**config.mk**
```make
export PLATFORM = sky130hd
export DESIGN_NAME = bank_strobe_seq
export DESIGN_NICKNAME = d
export VERILOG_FILES = /design/src/rtl/ras_seq_pkg.sv /design/src/rtl/ras_line_timer.sv /design/src/rtl/ras_grant_logic.sv /design/src/rtl/bank_strobe_seq.sv
export SDC_FILE = /design/constraint.sdc
export NUM_CORES = 1
export LEC_CHECK = 0
export ABC_AREA = 1
export CORE_MARGIN = 2
export CORE_UTILIZATION = 30
export CTS_BUF_LIST = sky130_fd_sc_hd__clkbuf_8 sky130_fd_sc_hd__clkbuf_16
export DETAILED_ROUTE_END_ITERATION = 16
export MAX_ROUTING_LAYER = met4
export SETUP_SLACK_MARGIN = 0.4
export SYNTH_ARGS = -nofsm -noshare
export SYNTH_HDL_FRONTEND = slang
export SYNTH_HIERARCHICAL = 1
export SYNTH_SLANG_ARGS = --single-unit
```
**constraint.sdc**
```tcl
create_clock -name clk -period 1.72 [get_ports clk]
set_clock_uncertainty 0.1 [all_clocks]
set_input_delay 0.43 -clock clk [delete_from_list [all_inputs] [get_ports clk]]
set_output_delay 0.43 -clock clk [all_outputs]
set_load 0.005 [all_outputs]
```
**src/rtl/ras_seq_pkg.sv**
```systemverilog
// Package: shared constants and types for the bank strobe sequencer.
// Assumes four strobe lines addressed by a two-bit select.
package ras_seq_pkg;
    localparam int LINE_CNT = 4;
    localparam int SEL_W    = 2;

    typedef enum logic [1:0] {
        LN_IDLE = 2'd0,
        LN_ACT  = 2'd1,
        LN_PRE  = 2'd2
    } line_st_e;
endpackage

```
**src/rtl/ras_line_timer.sv**
```systemverilog
// Module: timing engine for one RAS/CAS line pair.
// On start_i (legal only while idle) RAS goes low for ACC_CYC clocks and CAS
// joins RCD_CYC clocks later. Both rise together, and the line then recovers
// for PRE_CYC clocks before it reports idle again.
// Assumes PRE_CYC >= 1, RCD_CYC >= 1, ACC_CYC > RCD_CYC.
module ras_line_timer
    import ras_seq_pkg::*;
#(
    parameter int ACC_CYC = 5,
    parameter int RCD_CYC = 2,
    parameter int PRE_CYC = 3
) (
    input  logic clk,
    input  logic rst_n,
    input  logic start_i,
    output logic idle_o,
    output logic ras_n_o,
    output logic cas_n_o
);
    localparam int MAX_CYC = (ACC_CYC > PRE_CYC) ? ACC_CYC : PRE_CYC;
    localparam int TW      = $clog2(MAX_CYC + 1);
    localparam logic [TW-1:0] ACC_LD = TW'(ACC_CYC - 1);
    localparam logic [TW-1:0] PRE_LD = TW'(PRE_CYC - 1);
    localparam logic [TW-1:0] CAS_TH = TW'(ACC_CYC - 1 - RCD_CYC);

    line_st_e        st_q;
    logic [TW-1:0]   tmr_q;

    // Phase sequencing: idle -> active -> precharge -> idle, one timer shared.
    always_ff @(posedge clk) begin
        if (!rst_n) begin
            st_q  <= LN_IDLE;
            tmr_q <= '0;
        end else begin
            case (st_q)
                LN_IDLE: begin
                    if (start_i) begin
                        st_q  <= LN_ACT;
                        tmr_q <= ACC_LD;
                    end
                end
                LN_ACT: begin
                    if (tmr_q == '0) begin
                        st_q  <= LN_PRE;
                        tmr_q <= PRE_LD;
                    end else begin
                        tmr_q <= tmr_q - 1'b1;
                    end
                end
                LN_PRE: begin
                    if (tmr_q == '0) begin
                        st_q <= LN_IDLE;
                    end else begin
                        tmr_q <= tmr_q - 1'b1;
                    end
                end
                default: st_q <= LN_IDLE;
            endcase
        end
    end

    // Strobe decode from the registered phase and timer.
    always_comb begin
        idle_o  = (st_q == LN_IDLE);
        ras_n_o = (st_q != LN_ACT);
        cas_n_o = !((st_q == LN_ACT) && (tmr_q <= CAS_TH));
    end


    start_idle_chk: assert property (@(posedge clk) disable iff (!rst_n)
        start_i |-> (st_q == LN_IDLE));


    cas_lag_chk: assert property (@(posedge clk) disable iff (!rst_n)
        $fell(cas_n_o) |-> !$past(ras_n_o));


    strobe_release_chk: assert property (@(posedge clk) disable iff (!rst_n)
        $rose(ras_n_o) |-> $rose(cas_n_o));


    precharge_hold_chk: assert property (@(posedge clk) disable iff (!rst_n)
        $rose(ras_n_o) |=> ras_n_o);
endmodule

```
**src/rtl/ras_grant_logic.sv**
```systemverilog
// Module: decides which lines a request targets and whether it may start now.
// Single mode targets the line numbered by the select; dual mode targets the
// two lines whose index bit 0 matches select bit 0. Without overlap a request
// waits until every RAS line is high.
module ras_grant_logic
    import ras_seq_pkg::*;
(
    input  logic [SEL_W-1:0]    bank_sel_i,
    input  logic                dual_i,
    input  logic                pipe_i,
    input  logic [LINE_CNT-1:0] idle_i,
    input  logic [LINE_CNT-1:0] ras_n_i,
    output logic [LINE_CNT-1:0] line_mask_o,
    output logic                ready_o
);
    for (genvar i = 0; i < LINE_CNT; i++) begin : g_mask
        localparam logic [SEL_W-1:0] IDX = SEL_W'(i);
        // Line selection for this index under the current mode.
        always_comb begin
            if (dual_i) begin
                line_mask_o[i] = (IDX[0] == bank_sel_i[0]);
            end else begin
                line_mask_o[i] = (IDX == bank_sel_i);
            end
        end
    end

    // Eligibility: all targeted lines free, plus the all-high gap if no overlap.
    always_comb begin
        ready_o = (&(idle_i | ~line_mask_o)) && (pipe_i || (&ras_n_i));
    end
endmodule

```
**src/rtl/bank_strobe_seq.sv**
```systemverilog
// Module: top of the interleaved bank strobe sequencer.
// Accepts a request when req_i and ready_o are high at a rising edge and
// starts the targeted line timers. Outputs come from registered timer state.
module bank_strobe_seq
    import ras_seq_pkg::*;
#(
    parameter int ACC_CYC = 5,
    parameter int RCD_CYC = 2,
    parameter int PRE_CYC = 3
) (
    input  logic                clk,
    input  logic                rst_n,
    input  logic                req_i,
    input  logic [SEL_W-1:0]    bank_sel_i,
    input  logic                dual_ras_i,
    input  logic                pipe_en_i,
    output logic                ready_o,
    output logic [LINE_CNT-1:0] ras_n_o,
    output logic [LINE_CNT-1:0] cas_n_o
);
    logic [LINE_CNT-1:0] line_mask;
    logic [LINE_CNT-1:0] line_idle;
    logic [LINE_CNT-1:0] line_start;
    logic                accept;

    ras_grant_logic u_grant (
        .bank_sel_i (bank_sel_i),
        .dual_i     (dual_ras_i),
        .pipe_i     (pipe_en_i),
        .idle_i     (line_idle),
        .ras_n_i    (ras_n_o),
        .line_mask_o(line_mask),
        .ready_o    (ready_o)
    );

    // Start pulses for the targeted lines on an accepted request.
    always_comb begin
        accept     = req_i && ready_o;
        line_start = line_mask & {LINE_CNT{accept}};
    end

    for (genvar i = 0; i < LINE_CNT; i++) begin : g_line
        ras_line_timer #(
            .ACC_CYC(ACC_CYC),
            .RCD_CYC(RCD_CYC),
            .PRE_CYC(PRE_CYC)
        ) u_line (
            .clk    (clk),
            .rst_n  (rst_n),
            .start_i(line_start[i]),
            .idle_o (line_idle[i]),
            .ras_n_o(ras_n_o[i]),
            .cas_n_o(cas_n_o[i])
        );
    end

    logic                pipe_q;
    logic [LINE_CNT-1:0] ras_n_q;

    // Previous-cycle mode and strobes, kept for the gap check.
    always_ff @(posedge clk) begin
        if (!rst_n) begin
            pipe_q  <= 1'b0;
            ras_n_q <= '1;
        end else begin
            pipe_q  <= pipe_en_i;
            ras_n_q <= ras_n_o;
        end
    end


    all_high_gap_chk: assert property (@(posedge clk) disable iff (!rst_n)
        (!pipe_q && (|(ras_n_q & ~ras_n_o))) |-> (&ras_n_q));


    dual_pair_even_chk: assert property (@(posedge clk) disable iff (!rst_n)
        (accept && dual_ras_i && !bank_sel_i[0]) |=> (!ras_n_o[0] && !ras_n_o[2]));


    dual_pair_odd_chk: assert property (@(posedge clk) disable iff (!rst_n)
        (accept && dual_ras_i && bank_sel_i[0]) |=> (!ras_n_o[1] && !ras_n_o[3]));
endmodule

```
* After elaboration in Yosys (flattened, before gate mapping) *
Index checks and enable logic that the tools add are counted.

word-level totals
  flip-flop bits (word level) = 20
  latch bits = 0
  RAM bits = 0
  bits in read-only memories = 0
  bits of input ports = 7
  memories kept = 0

operators by class
  add/sub/neg operators = 4
  multipliers = 0
  divide/modulo/power cells = 0
  $lt $le $gt $ge = 4
  eq/ne operators = 31
  shift-type cells = 0
  muxes and demuxes = 36
  bitwise operators = 4
  reductions and logical operators = 34

operators with widths
  kind                                                                              count
  3-bit two-way mux                                                                 12
  3-bit one-hot mux with 3 select lines                                             4
  2-bit two-way mux                                                                 12
  2-bit by 1-bit inequality test with 1-bit output, second input constant           12
  2-bit one-hot mux with 3 select lines                                             4
  3-bit AND reduction                                                               8
  2-bit inequality test, second input constant                                      8
  3-bit by 2-bit less-or-equal comparator with 1-bit output, second input constant  4
  3-bit zero test                                                                   4
  3-bit nonzero test                                                                4
  3-bit by 1-bit subtractor with 3-bit output, second input constant                4
  2-bit zero test                                                                   5
  2-bit by 1-bit equality test with 1-bit output, second input constant             4
  2-bit equality test, second input constant                                        4
  4-bit AND reduction                                                               2
  1-bit logical AND                                                                 6
  4-bit AND                                                                         1
  2-bit equality test, first input constant                                         2
  1-bit zero test                                                                   4
  1-bit two-way mux                                                                 4
  4-bit NOT                                                                         1
  4-bit OR                                                                          1
  1-bit by 2-bit equality test with 1-bit output, first input constant              1
  1-bit logical OR                                                                  1
  1-bit NOT                                                                         1

* Longest topological paths before layout *
  word-level depth = 10
  mapped depth = 15

* Cells and area by module *
Netlist, hierarchy kept.

by module, submodules not included
  module           instances  cells an instance  area an instance (sq um)  seq. area each (sq um)
  ras_line_timer   4          57                 417.9                     100.1
  ras_grant_logic  1          22                 101.3                     0.0
  bank_strobe_seq  1          9                  36.3                      0.0

* Worst setup path before layout *
No wires, ideal clock.

  kind = reg-to-reg
  start point = reg g_line[3].u_line.st_q[1]
  end point = reg g_line[0].u_line.tmr_q[0]
  library setup time = 0.113 ns
  arrival = 1.674 ns
  data required time = 1.507 ns
  slack = -0.167 ns
  stages on the path, launching flop included = 15
  buffers on the path = 0
  period minus slack after synthesis = 1.887 ns
  cells stage by stage = dfxtp_1 > inv_1 > ha_1 > inv_2 > nand2_1 > o21bai_1 > nand2_1 > nor2_1 > nand2_2 > nor2_1 > inv_1 > nand2_2 > nand3_4 > nor2_1 > nor2_1

on the way
  cells in the longest elaborated chain, start to end = 8
  elaborated cells between the ends (all ways) = 11
  classes of those cells = eq/ne (2); bitwise (2); reduce/logical (7)

ends and longest elaborated chain
  item                                              line                   RTL
  start, declared                                   ras_line_timer.sv:26   line_st_e st_q;
  start signal, assigned                            ras_line_timer.sv:32   st_q <= LN_IDLE;
  start signal, assigned                            ras_line_timer.sv:38   st_q <= LN_ACT;
  start signal, assigned                            ras_line_timer.sv:44   st_q <= LN_PRE;
  2-bit by 1-bit inequality test with 1-bit output  ras_line_timer.sv:65   ras_n_o = (st_q != LN_ACT);
  named net ras_n_o[3]                              bank_strobe_seq.sv:18  output logic [LINE_CNT-1:0] ras_n_o,
  4-bit AND reduction                               ras_grant_logic.sv:30  ready_o = (&(idle_i | ~line_mask_o)) && (pipe_i || (&ras_n_i));
  1-bit logical OR                                  ras_grant_logic.sv:30
  1-bit logical AND                                 ras_grant_logic.sv:30
  named net ready_o                                 bank_strobe_seq.sv:17  output logic ready_o,
  1-bit logical AND                                 bank_strobe_seq.sv:38  accept = req_i && ready_o;
  4-bit AND                                         bank_strobe_seq.sv:39  line_start = line_mask & {LINE_CNT{accept}};
  named net line_start[0]                           bank_strobe_seq.sv:23  logic [LINE_CNT-1:0] line_start;
  2-bit inequality test (no source line)            --
  3-bit AND reduction (no source line)              --
  end signal, assigned                              ras_line_timer.sv:47   tmr_q <= tmr_q - 1'b1;
  end signal, assigned                              ras_line_timer.sv:54   tmr_q <= tmr_q - 1'b1;
  end, declared                                     ras_line_timer.sv:27   logic [TW-1:0] tmr_q;

The timed path passes the listed nets, and every way through them passes these cells.
A chain may end at the register's enable or synchronous reset.

* Final worst setup path *
  start point = reg g_line[1].u_line.st_q[1]
  end point = reg g_line[0].u_line.tmr_q[2]

on the way
  cells in the longest elaborated chain, start to end = 8
  elaborated cells between the ends (all ways) = 11
  classes of those cells = eq/ne (2); bitwise (2); reduce/logical (7)

ends and longest elaborated chain
  item                                                                                 line
  start, declared                                                                      ras_line_timer.sv:26
  start signal, assigned                                                               ras_line_timer.sv:32
  start signal, assigned                                                               ras_line_timer.sv:38
  start signal, assigned                                                               ras_line_timer.sv:44
  2-bit zero test or 2-bit by 1-bit inequality test with 1-bit output (tied branches)  ras_line_timer.sv:64, ras_line_timer.sv:65
  4-bit OR or 4-bit AND reduction (tied branches)                                      ras_grant_logic.sv:30
  4-bit AND reduction or 1-bit logical OR (tied branches)                              ras_grant_logic.sv:30
  1-bit logical AND (*)                                                                ras_grant_logic.sv:30
  1-bit logical AND (*)                                                                bank_strobe_seq.sv:38
  4-bit AND (*)                                                                        bank_strobe_seq.sv:39
  named net line_start[0]                                                              bank_strobe_seq.sv:23
  2-bit inequality test (no source line) (*)                                           --
  3-bit AND reduction (no source line) (*)                                             --

Mark *: on every way through the listed nets, which the timed path passes. The rest lies on a longest branch.

==> impl_results.md <==
- GR Util All Layers: 13.1%
- CTS Sinks: 20
- DR pass1 iterations: 4
- Status: finished, violations left
- Final hold viol count: 0
- Via Count: 1752
- Cell Area, Synth: 1810 um2
- Clk root buf: clkbuf_8
- Syn Inst Count: 259
- Routed WL: 4.10 mm
- Drc violations: 0
- Post-detail-place hpwl: 3.07 mm
- Actual slew at the worst max-slew pin: 0.201 ns
- H-tree lvl count: 1
- GPL Wtd Cong: 0.862
- Crit. End Element: register
- Async set or reset register ratio after synthesis: 0%
- HP Class: reg2reg
- Diode count: 0
- Max VDD drop: 0.708 mV
- Die width: 81.7 um
- Top FF cell, synth: dfxtp_1
- Tmin final: 1.92 ns
- Required time of the critical path: 1.78 ns
- Worst setup margin: -0.199 ns
- R2r startpoint: g_line[1].u_line/st_q[1]
- Area growth syn-to-layout: 48.9%
- Number of enable flip-flop cells after synthesis: 0
- Total CTS buffers: 3
- Final ANT Viol Nets: 0
- Core area: 5890 um2
- Area post-placement: 2360 um2
- Violated checks: setup timing
- Initial antenna violation count: 0
- Largest cells by area after synthesis: dfxtp_1, ha_1, nand2_1, nor2_1, nand2_2
- Cell Count Post-Placement: 378
- Max Clk Rate: 0.521 GHz
- CP Launch Type: register
- Worst Setup Path Type: reg2reg
- I/O pins: 16
- Yosys warns: 6
- Critical path arrival: 1.98 ns
- Worst Reg2Reg Path Length in Cells: 15
- Syn_nets: 290
- Post-synthesis sequential area ratio: 22.1%
- Fill count: 580
- Crit path from: g_line[1].u_line/st_q[1]
- Yosys cell types: 21
- TritonCTS clock tree: done
- Min-delay src: g_line[3].u_line/st_q[0]
- Initial DRC Count: 41
- Port bufs: 15
- Layout cells sized above 1: 49.8%
- Die H: 81.7 um
- Final period util: 112%
- Yosys top cell area share: 22.1%
- Average wire per standard cell: 10.3 um
- Place WS: -0.666 ns
- Most frequent cells after synthesis: nand2_1, nor2_1, inv_1, ha_1, nand2_2
- Starting density of the core: 30.7%
- Largest net degree at the start of global routing: 21
- # hold bufs at CTS: 0
- Synth Register Bits: 20
- First-pass GRT wire length: 6.85 mm
- Power Total: 5.20 mW
- Global route total overflow: 0
- Nets: 358
- Max cap viols: 0
- Min Hold Slack: 0.426 ns
- Syn Area/Cell: 6.99 um2
- Layout Cells excl Fill: 400
- Yosys top cell by area: dfxtp_1
- Power per cell area: 1930 nW/um2
- Avg Vias per Cell: 4.38
- Reg clk slew, reported paths: 0.08 ns
- Vias in the first global route: 1673
- Row cnt: 28
- LEAKAGE: 1.23 nW
- Min-Delay Path Depth: 2
- CTS Buffer Depth: 2
- Clock Latency Late Sink: 0.25 ns
- RSZ-0062 raised after global routing: true
- Finished Cell Area: 2690 um2
- Die area: 6670 um2
- Relative slew slack: 86.6%
- Pins over their slew limit: 0
- Final setup viols: 25
- Crit-path max FO: 5
==> kinds of logic (layout without fill, tap and decap cells) <==
logic type	count (synthesis)	count (layout)	synth area share, %
adders and majority gates	24	24	16.6
xor gates and xnor gates	4	4	1.94
AOI/OAI and AO/OA	25	25	9.82
DFF	20	20	22.1
and+or+nand+nor	144	144	40.7
buffers and inverters	42	108	8.78
==> sequential cells by signal, indices dropped and copies added, names as in the netlist <==
signal	flops
g_line.u_line/st_q	8
g_line.u_line/tmr_q	12
==> what timing repair did <==
| action | CTS | global route |
|---|---|---|
| buffers inserted | 12 | 7 |
| cloned | 0 | 0 |
| setup endpoints to repair | 29 | 29 |
| pin swaps | 11 | 11 |
| resized for setup | 70 | 23 |
==> path summary, 6_finish.rpt <==
kind                                                  end  slack (ns)
worst max-delay path            g_line[0].u_line/tmr_q[2]       -0.20
worst max register to register  g_line[0].u_line/tmr_q[2]       -0.20
worst min-delay path             g_line[3].u_line/st_q[0]        0.43
worst min register to register   g_line[3].u_line/st_q[0]        0.43
==> report_power, final <==
| part | internal [mW] | switching, mW |
|---|---|---|
| combinational | 1.97 | 2.13 |
| sequential | 0.662 | 0.125 |
| clock | 0.156 | 0.154 |
| total | 2.78 | 2.41 |
==> per-stage QoR <==
stage | util, % | TNS, ns
final | 45.8 | -3.58
after CTS | 43.7 | -3.75
after detailed placement | 40.1 | -10.52
after floorplan | - | 0
after global routing | 45.8 | -6.37
after global placement | 40.1 | -10.26
==> worst max-delay path: stages (launching register included) <==
cell and delay, ns:
dfxtp_2 0.34, inv_2 0.05, ha_4 0.16, inv_4 0.05, nand2_1 0.04, o21bai_1 0.18, nand2_1 0.09, nor2_2 0.09
buf_4 0.12, nand2_4 0.07, nor2_2 0.12, inv_2 0.05, nand2_4 0.10, nand4_1 0.10, nor2_1 0.12, nor2_1 0.05
==> cell usage in the layout (no fill, tap or decap), types with 8 or more instances in the layout <==
cell,instances
buf_4,35
buf_6,15
dfxtp_1,12
dfxtp_2,8
ha_1,18
inv_1,18
inv_2,18
nand2_1,38
nand2_2,23
nand2_4,9
nand3_1,11
nand3_2,9
nor2_1,36
nor2_2,8
==> metal layers <==
metal	global-route usage [%]	part of all wire (%)	vias up
met5	-	0	-
met4	4.83	1.0	0
met3	1.32	1.1	2
met2	22.8	51	10
met1	15.7	47	793
li1	-	-	947
==> layout make-up <==
| type | count | area [um2] | share of cell area, % |
|---|---|---|---|
| clock buffer | 3 | 41.3 | 1.53 |
| sequential | 20 | 410 | 15.2 |
| multi-input combinational | 197 | 1420 | 52.6 |
| timing repair buffer | 63 | 557 | 20.7 |
| inverter | 42 | 174 | 6.46 |
| tap | 75 | 93.8 | 3.48 |
Power figures use the tool's default switching activity.
